--- config.mk ---
export PLATFORM = sky130hd
export DESIGN_NAME = mfp_down_cvt
export DESIGN_NICKNAME = d
export VERILOG_FILES = /design/src/rtl/mfp_pkg.sv /design/src/rtl/mfp_lfsr.sv /design/src/rtl/mfp_cvt_core.sv /design/src/rtl/mfp_down_cvt.sv
export SDC_FILE = /design/constraint.sdc
export NUM_CORES = 1
export LEC_CHECK = 0
export ABC_AREA = 1
export BUFFER_PORTS_ARGS = -buffer_cell sky130_fd_sc_hd__buf_2
export CAP_MARGIN = 10
export CORE_MARGIN = 4
export CORE_UTILIZATION = 60
export CTS_BUF_LIST = sky130_fd_sc_hd__clkbuf_2 sky130_fd_sc_hd__clkbuf_4 sky130_fd_sc_hd__clkbuf_8
export DETAILED_ROUTE_END_ITERATION = 8
export HOLD_SLACK_MARGIN = 0.1
export PLACE_DENSITY = 0.9
export SLEW_MARGIN = 40
export SYNTH_ARGS = -nofsm -noshare
export SYNTH_HDL_FRONTEND = slang
export SYNTH_HIERARCHICAL = 1
export SYNTH_SLANG_ARGS = --single-unit
--- constraint.sdc ---
create_clock -name clk_i -period 9.44 [get_ports clk_i]
set_input_delay 0.472 -clock clk_i [delete_from_list [all_inputs] [get_ports clk_i]]
set_output_delay 0.472 -clock clk_i [all_outputs]
set_load 0.1 [all_outputs]
--- src/rtl/mfp_pkg.sv ---
package mfp_pkg;

  typedef enum logic [1:0] {
    RND_NEAR  = 2'd0,
    RND_TRUNC = 2'd1,
    RND_STOCH = 2'd2,
    RND_ALT   = 2'd3
  } rnd_mode_e;

  typedef struct packed {
    logic [3:0] exp_w;
    logic [3:0] man_w;
    logic [7:0] bias;
  } fmt_t;

  function automatic fmt_t fmt_lookup(input logic [2:0] sel);
    fmt_t f;
    unique case (sel)
      3'd1:    f = '{exp_w: 4'd8, man_w: 4'd7,  bias: 8'd127};
      3'd2:    f = '{exp_w: 4'd5, man_w: 4'd2,  bias: 8'd15};
      3'd3:    f = '{exp_w: 4'd4, man_w: 4'd3,  bias: 8'd7};
      3'd4:    f = '{exp_w: 4'd3, man_w: 4'd2,  bias: 8'd3};
      default: f = '{exp_w: 4'd5, man_w: 4'd10, bias: 8'd15};
    endcase
    return f;
  endfunction

endpackage

--- src/rtl/mfp_lfsr.sv ---
module mfp_lfsr #(
  parameter int          W      = 16,
  parameter logic [W-1:0] TAPS  = 16'hB400,
  parameter logic [W-1:0] RST_V = 16'h0001
) (
  input  logic         clk_i,
  input  logic         rst_ni,
  input  logic         load_i,
  input  logic [W-1:0] seed_i,
  input  logic         step_i,
  output logic [W-1:0] state_o
);
  logic [W-1:0] state_q;
  logic         fb;

  assign fb      = ^(state_q & TAPS);
  assign state_o = state_q;

  always_ff @(posedge clk_i or negedge rst_ni) begin
    if (!rst_ni)         state_q <= RST_V;
    else if (load_i)     state_q <= (seed_i == '0) ? RST_V : seed_i;
    else if (step_i)     state_q <= {state_q[W-2:0], fb};
  end
endmodule

--- src/rtl/mfp_cvt_core.sv ---
module mfp_cvt_core
  import mfp_pkg::*;
#(
  parameter int IN_EXP_W = 8,
  parameter int IN_MAN_W = 23,
  parameter int OUT_W    = 16,
  parameter int BIAS_W   = 10,
  parameter int RND_W    = 16
) (
  input  logic [IN_EXP_W+IN_MAN_W:0] data_i,
  input  fmt_t                       fmt_i,
  input  logic [BIAS_W-1:0]          bias_i,
  input  logic [1:0]                 mode_i,
  input  logic [RND_W-1:0]           rnd_i,
  output logic [OUT_W-1:0]           res_o,
  output logic                       ovf_o,
  output logic                       unf_o
);
  localparam int IN_W    = 1 + IN_EXP_W + IN_MAN_W;
  localparam int IN_BIAS = 2 ** (IN_EXP_W - 1) - 1;
  localparam int EW      = ((BIAS_W > IN_EXP_W) ? BIAS_W : IN_EXP_W) + 2;
  localparam int SH_W    = $clog2(IN_MAN_W + 1);

  logic                 sgn, in_zs, in_special, in_nan;
  logic [IN_EXP_W-1:0]  exp_in;
  logic [IN_MAN_W-1:0]  man_in, kept, rem_al, rnd_al, mask, frac_r, frac_f;
  logic [SH_W-1:0]      dsc;
  logic                 guard, sticky, up, carry, zero_out;
  logic signed [EW-1:0] te_pre, te, max_code;
  logic [7:0]           exp_f;
  logic [4:0]           sgn_pos;

  assign sgn        = data_i[IN_W-1];
  assign exp_in     = data_i[IN_W-2 -: IN_EXP_W];
  assign man_in     = data_i[IN_MAN_W-1:0];
  assign in_zs      = (exp_in == '0);
  assign in_special = &exp_in;
  assign in_nan     = in_special && (man_in != '0);

  // kept fraction and left-aligned remainder
  assign dsc    = SH_W'(IN_MAN_W) - SH_W'(fmt_i.man_w);
  assign kept   = man_in >> dsc;
  assign rem_al = man_in << fmt_i.man_w;
  assign mask   = (IN_MAN_W'(1) << fmt_i.man_w) - IN_MAN_W'(1);
  assign guard  = rem_al[IN_MAN_W-1];
  assign sticky = |rem_al[IN_MAN_W-2:0];
  assign rnd_al = {rnd_i, {(IN_MAN_W-RND_W){1'b0}}};

  always_comb begin
    unique case (rnd_mode_e'(mode_i))
      RND_TRUNC: up = 1'b0;
      RND_STOCH: up = (rem_al > ~rnd_al);  // carry out of rem_al + rnd_al
      default:   up = guard && (sticky || kept[0]);
    endcase
  end

  assign carry  = up && (kept == mask);
  assign frac_r = (kept + IN_MAN_W'(up)) & mask;

  assign te_pre   = $signed({{(EW-IN_EXP_W){1'b0}}, exp_in}) - EW'(IN_BIAS)
                  + $signed({{(EW-BIAS_W){bias_i[BIAS_W-1]}}, bias_i});
  assign te       = te_pre + EW'(carry);
  assign max_code = $signed((EW'(1) << fmt_i.exp_w) - EW'(2));

  assign ovf_o    = !in_nan && !in_zs && (in_special || (te > max_code));
  assign unf_o    = in_zs ? (man_in != '0) : (!in_special && !ovf_o && (te < EW'(1)));
  assign zero_out = in_zs || unf_o;

  always_comb begin
    if (in_nan) begin
      exp_f  = (8'(1) << fmt_i.exp_w) - 8'd1;
      frac_f = IN_MAN_W'(1) << (fmt_i.man_w - 4'd1);
    end else if (ovf_o) begin
      exp_f  = 8'(max_code);
      frac_f = mask;
    end else if (zero_out) begin
      exp_f  = '0;
      frac_f = '0;
    end else begin
      exp_f  = 8'(te);
      frac_f = frac_r;
    end
  end

  assign sgn_pos = {1'b0, fmt_i.exp_w} + {1'b0, fmt_i.man_w};
  assign res_o   = (OUT_W'(sgn) << sgn_pos)
                 | (OUT_W'(exp_f) << fmt_i.man_w)
                 | OUT_W'(frac_f);
endmodule

--- src/rtl/mfp_down_cvt.sv ---
module mfp_down_cvt
  import mfp_pkg::*;
#(
  parameter int OUT_W  = 16,
  parameter int BIAS_W = 10,
  parameter int RND_W  = 16
) (
  input  logic              clk_i,
  input  logic              rst_ni,
  input  logic              in_valid_i,
  output logic              in_ready_o,
  input  logic [31:0]       in_data_i,
  input  logic [2:0]        fmt_sel_i,
  input  logic [1:0]        rnd_mode_i,
  input  logic              bias_ovr_i,
  input  logic [BIAS_W-1:0] bias_val_i,
  input  logic              seed_load_i,
  input  logic [RND_W-1:0]  seed_i,
  input  logic              flag_clr_i,
  output logic              out_valid_o,
  input  logic              out_ready_i,
  output logic [OUT_W-1:0]  out_data_o,
  output logic              ovf_o,
  output logic              unf_o
);
  logic              accept;
  fmt_t              fmt;
  logic [BIAS_W-1:0] bias_eff;
  logic [RND_W-1:0]  rnd;
  logic [OUT_W-1:0]  res;
  logic              res_ovf, res_unf;
  logic              valid_q, ovf_q, unf_q;
  logic [OUT_W-1:0]  data_q;

  assign in_ready_o = !valid_q || out_ready_i;
  assign accept     = in_valid_i && in_ready_o;
  assign fmt        = fmt_lookup(fmt_sel_i);
  assign bias_eff   = bias_ovr_i ? bias_val_i : BIAS_W'(fmt.bias);

  mfp_lfsr #(.W(RND_W)) u_lfsr (
    .clk_i   (clk_i),
    .rst_ni  (rst_ni),
    .load_i  (seed_load_i),
    .seed_i  (seed_i),
    .step_i  (accept),
    .state_o (rnd)
  );

  mfp_cvt_core #(
    .OUT_W  (OUT_W),
    .BIAS_W (BIAS_W),
    .RND_W  (RND_W)
  ) u_core (
    .data_i (in_data_i),
    .fmt_i  (fmt),
    .bias_i (bias_eff),
    .mode_i (rnd_mode_i),
    .rnd_i  (rnd),
    .res_o  (res),
    .ovf_o  (res_ovf),
    .unf_o  (res_unf)
  );

  always_ff @(posedge clk_i or negedge rst_ni) begin
    if (!rst_ni) begin
      valid_q <= 1'b0;
      data_q  <= '0;
    end else if (accept) begin
      valid_q <= 1'b1;
      data_q  <= res;
    end else if (out_ready_i) begin
      valid_q <= 1'b0;
    end
  end

  // sticky flags: a new event wins over a clear
  always_ff @(posedge clk_i or negedge rst_ni) begin
    if (!rst_ni) begin
      ovf_q <= 1'b0;
      unf_q <= 1'b0;
    end else begin
      ovf_q <= (accept && res_ovf) || (ovf_q && !flag_clr_i);
      unf_q <= (accept && res_unf) || (unf_q && !flag_clr_i);
    end
  end

  assign out_valid_o = valid_q;
  assign out_data_o  = data_q;
  assign ovf_o       = ovf_q;
  assign unf_o       = unf_q;
endmodule

**Yosys cells after proc, flatten, opt, wreduce, memory -nomap -nowiden**

Cells that the tools add are included.

- Flip-flop bits (word level): 35
- Input port bits: 70
- Output and inout port bits: 20
- Logic and storage cells: 84

- Add/subtract/negate cells: 10
- $lt $le $gt $ge: 3
- Equality and inequality tests: 7
- Shift operators: 8
- Multiplexer cells: 15
- Bitwise operators: 4
- Reductions and logical operators: 32

Operator list:

| cell | number |
|---|---|
| 2-to-1 mux 16 bit | 6 |
| case mux 16 bit (4 select lines) | 1 |
| OR 16 bit | 2 |
| 2-to-1 mux 8 bit | 3 |
| == test 23 bit | 1 |
| > comparator 23 bit | 1 |
| inverter 23 bit | 1 |
| nonzero test 23 bit | 1 |
| left shift 1 x 4 -> 23 bit, first input constant | 1 |
| left shift 23 x 4 -> 23 bit | 1 |
| >> shifter 23 x 5 -> 23 bit | 1 |
| subtractor 23 x 2 -> 23 bit, second input constant | 1 |
| OR reduction 22 bit | 1 |
| adder 16 x 1 -> 16 bit | 1 |
| AND 16 bit | 1 |
| logical NOT 16 bit | 1 |
| parity 16 bit | 1 |
| left shift 1 x 4 -> 16 bit, first input constant | 1 |
| left shift 1 x 5 -> 16 bit | 1 |
| left shift 8 x 4 -> 16 bit | 1 |
| adder 12 x 1 -> 12 bit | 1 |
| > comparator 12 bit | 1 |
| logical AND 1 bit | 12 |
| < comparator 12 x 2 -> 1 bit, second input constant | 1 |
| other kinds (22) | 36 |

**Longest topological paths before layout**

- Depth after elaboration: 23
- Depth in mapped cells: 56
- Depth with buffers taken out: 54

**Cells and area by module**

The synthesis kept the hierarchy.

Modules (own cells, without submodules):

| module | instances | cells each | area each (sq um) | seq. area each (sq um) |
|---|---|---|---|---|
| mfp_cvt_core | 1 | 1031 | 5350.1 | 0.0 |
| mfp_down_cvt | 1 | 121 | 944.7 | 475.5 |
| mfp_lfsr | 1 | 112 | 929.6 | 401.6 |

**Worst setup path after synthesis**

OpenSTA, ideal clock, no wires.

- Path kind: input port to flip-flop
- From: input port fmt_sel_i[2]
- To: register data_q[8] (netlist: out_data_o[8])
- Library setup time: 120 ps
- Arrival: 6032 ps
- Required time: 9320 ps
- Setup slack: 3288 ps
- Stages on the path: 44
- Buffers on the path: 3
- Cells stage by stage: nor3_2 > inv_2 > buf_2 > buf_2 > buf_2 > o21ai_0 > nor2_1 > a31oi_1 > ha_1 > a21oi_1 > o21a_1 > o31ai_1 > nand2_1 > a31oi_1 > o41ai_1 > a21oi_1 > fa_1 > fa_1 > (+8 left out) > ha_1 > nand3_1 > nor2_1 > nand2_1 > nand4_1 > nand2_1 > nand2_1 > nand2_2 > nor2_1 > nand2_2 > nand2_1 > inv_2 > nand2_1 > o21ai_0 > a211oi_1 > nand2_1 > nand2_1 > nand2_1

- Longest elaborated chain between the ends: 23
- Elaborated cells between the ends (all ways): 48
- Classes of those cells: 9 x add/sub; 3 x order compare; 5 x eq/ne; 8 x shift; 10 x mux; 3 x bitwise; 10 x reduce/logical

RTL lines:

| item | RTL line | text |
|---|---|---|
| start, declared | mfp_down_cvt.sv:13 | `input logic [2:0] fmt_sel_i,` |
| == test 3 bit, or another cell as far along | mfp_pkg.sv:18 | `unique case (sel)` |
| case mux 16 bit (4 select lines) (*) | mfp_pkg.sv:18 |  |
| branches (longest 20 deep; another with > comparator 23 bit) | n/a |  |
| OR 16 bit (*) | mfp_cvt_core.sv:88 | `\| OUT_W'(frac_f);` |
| via res[8] | mfp_down_cvt.sv:30 | `logic [OUT_W-1:0] res;` |
| end signal, assigned | mfp_down_cvt.sv:70 | `data_q <= res;` |
| end, declared | mfp_down_cvt.sv:33 | `logic [OUT_W-1:0] data_q;` |

Mark *: on every way through the listed nets, which the timed path passes.
A chain may end at the register's enable or synchronous reset.

==> results.py <==
metrics = {
    "run_status": {
        "status": "completed",
    },
    "timing": {
        "max_slew.worst_pin.slew_ns": 0.8440,
        "finalSetupTns_ns": 0,
        "fmax_mhz": 125.9,
        "final.period_utilization_pct": 84.14,
        "hold_slack_ns": 0.1103,
        "postLayoutSetupSlackWorst_ns": 1.497,
        "timing.final.crit_period_ns": 7.943,
        "finalHoldViolations": 0,
        "final.setup_skew_ns": 0.009705,
        "slew_headroom_pct": 43.54,
        "final_setup_viols": 0,
        "rsz0062_at_grt": "no",
        "slew_violations": 0,
    },
    "detailed_routing": {
        "drcViolationCount": 0,
        "route.final.wire_length_microns": 22360,
        "detailedRoute.firstIterationViolations": 966,
        "avgRoutedWirePerCell_microns": 15.23,
        "ant_nets": 0,
        "tritonroute_pass_1_iters": 6,
        "post_drt_via_cell_ratio": 5.771,
        "route.vias.total": 8472,
    },
    "critical_path": {
        "library_cell_appearing_most_often_on_the_critical_path": "nand2_1",
        "worst-endpoint-arrival_ns": 8.13,
        "regToRegStartpoint": "u_lfsr/state_o[3]",
        "ff2ff_path_depth": 37,
        "worst-endpoint-required_ns": 9.63,
        "reg2reg_setup_slack_ns": 3.80,
        "critical_path.top_delay_family": "simple AND/OR/NAND/NOR gates",
        "critPathSlowestCell": "clkinv_1",
        "critPathBufInv": 7,
        "endpoint_kind": "register",
        "worstReg2RegEnd": "out_data_o[8]",
        "critical_path.max_fanout": 31,
        "worst_path_largest_cell_delay_ns": 0.64,
        "worstSetupPathType": "input pin to register",
        "crit_path_launch_type": "input pin",
    },
    "global_route": {
        "antenna_violations_before_repair": 0,
        "number_of_global_route_vias_before_repair": 7877,
        "use_met3_pct": 3.796,
        "grt_start_max_net_pins": 45,
        "grt-busiest-layer": "met2",
        "globalRouteTotalUtil_pct": 31.73,
        "first_pass_grt_wire_length_microns": 37130,
        "grtUsageMet1_pct": 39.70,
        "gr-usage-met2_pct": 55.30,
        "gr-total-overflow": 0,
    },
    "cts": {
        "cts_tree": "yes",
        "clkLatencyLatePin_ns": 0.29,
        "post_cts_buffers": 0,
        "clock_root_buffer_master": "clkbuf_8",
        "tritoncts.num_buffers": 5,
        "cts.reportedPaths.clkPinSlew_ns": 0.08,
        "cts-hold-fix-buffers": 0,
        "cts_repair_resize_count": 0,
        "clkSinkCount": 35,
        "cts.htree.levels": 2,
        "clockBufferDepth": 2,
    },
    "final_layout": {
        "antenna_cells_inserted": 0,
        "nNetsFinal": 1446,
        "layout.area.seq_sq_um": 877.1,
        "layout-drive-gt1-share_pct": 14.11,
        "num-fill-cells": 1110,
        "layout-area-overhead-vs-synth_pct": 7.147,
        "multi_input_comb_area_sq_um": 5456,
        "number_of_cells_in_the_finished_layout_apart_from_fillers": 1468,
    },
    "flow_run": {
        "drv.max_cap_violation_count": 0,
    },
    "placement": {
        "dp_worst_setup_slack_ns": 1.558,
        "place_hpwl_microns": 18220,
        "gp_routability_congestion": 1.027,
        "place.detailed.instances": 1460,
        "placement.io_buffers": 89,
    },
    "die": {
        "floorplan_die_width_microns": 117.6,
        "floorplan.rows": 39,
        "floorplan.io_pins": 90,
        "die-area_sq_um": 13840,
        "initial_cell_density_of_the_core_pct": 62.11,
        "die_height_microns": 117.6,
        "core_sq_um": 11610,
    },
    "power": {
        "worst_ir_drop_vdd_mv": 0.1613,
        "power.leakage_nw": 4.162,
        "power-per-cell-area_nw_per_um2": 149.4,
    },
    "hold_path": {
        "min_path_type": "input pin to async pin",
    },
    "logic_synthesis": {
        "yosysWarningCount": 6,
        "synthesis.area_per_instance_sq_um": 5.720,
        "synth.cell_area_sq_um": 7213,
        "post_synth_inst_count": 1261,
    },
}
[per-stage QoR]
stage               utilization (%)  instance area (sq um)  total power [mW]
detailed placement            65.63                   7622             1.014
finish                        66.55                   7729             1.154
floorplan                         -                   7228            0.8476
global route                  66.55                   7729             1.251
CTS                           66.53                   7726             1.141
global placement              65.63                   7622             1.004
[power by group]
| group | switching [mW] | internal, mW | leakage, nW |
|---|---|---|---|
| clock network | 0.0561 | 0.0695 | 0.0549 |
| registers | 0.0228 | 0.183 | 0.412 |
| logic | 0.604 | 0.218 | 3.69 |
| total | 0.683 | 0.471 | 4.16 |
[worst register-to-register path, delay by kind of cell (launching register included)]
family                     cells  cell delay (ns)
AOI/OAI and AO/OA              8             1.16
and+or+nand+nor               23             2.31
buffers and inverters          2             0.17
DFF                            1             0.40
adders and majority gates      4             1.51
[flip-flops by register name (all words and copies together), names as in the netlist]
signal and count:
u_lfsr/state_o 16, ovf_o 1, out_data_o 16, unf_o 1, out_valid_o 1
[layout make-up]
type / instances / area share [%]
multi-input cells: 1023 / 70.60
flip-flops and latches: 35 / 11.35
inverters: 167 / 8.305
repair buffers: 92 / 6.087
well taps: 143 / 2.315
clock buffers: 8 / 1.344
[cells in the final DEF (no fill, tap or decap), types with 3 or more instances in the layout]
master,n
nand2_2,14
inv_1,144
nand3_2,4
nor3_1,18
xnor2_1,6
o31ai_1,4
xor2_1,24
inv_2,18
a221oi_2,4
ha_1,49
o21ai_1,20
conb_1,5
nand2_1,412
nand3_1,123
o32ai_1,3
nor2_4,7
a21oi_1,38
a31oi_1,13
nor2_1,111
dfrtp_1,34
fa_1,3
nand3b_1,5
o21bai_1,3
o21a_1,7
o211ai_1,5
nor3_2,4
nand4_1,24
buf_2,88
clkbuf_8,7
o21ai_0,57
o22ai_1,6
nor2_2,11
buf_4,4
or2_2,5
nor4_1,8
[layer usage]
layer | vias up | part of all wire (%)
met2 | 366 | 48
met4 | 0 | 4.6
met5 | - | 0
li1 | 4251 | -
met1 | 3772 | 41
met3 | 83 | 6.9
[how the worst max path moves through the flow]
stage                            start       endpoint  cells past startpoint
after CTS                 fmt_sel_i[2]  out_data_o[8]                     48
after floorplan           fmt_sel_i[2]  out_data_o[8]                     44
after global routing      fmt_sel_i[2]  out_data_o[8]                     47
after global placement    fmt_sel_i[2]  out_data_o[7]                     52
after detailed placement  fmt_sel_i[2]  out_data_o[8]                     48
final                     fmt_sel_i[2]  out_data_o[8]                     47
Note: power is estimated with default switching activity, not from simulation.
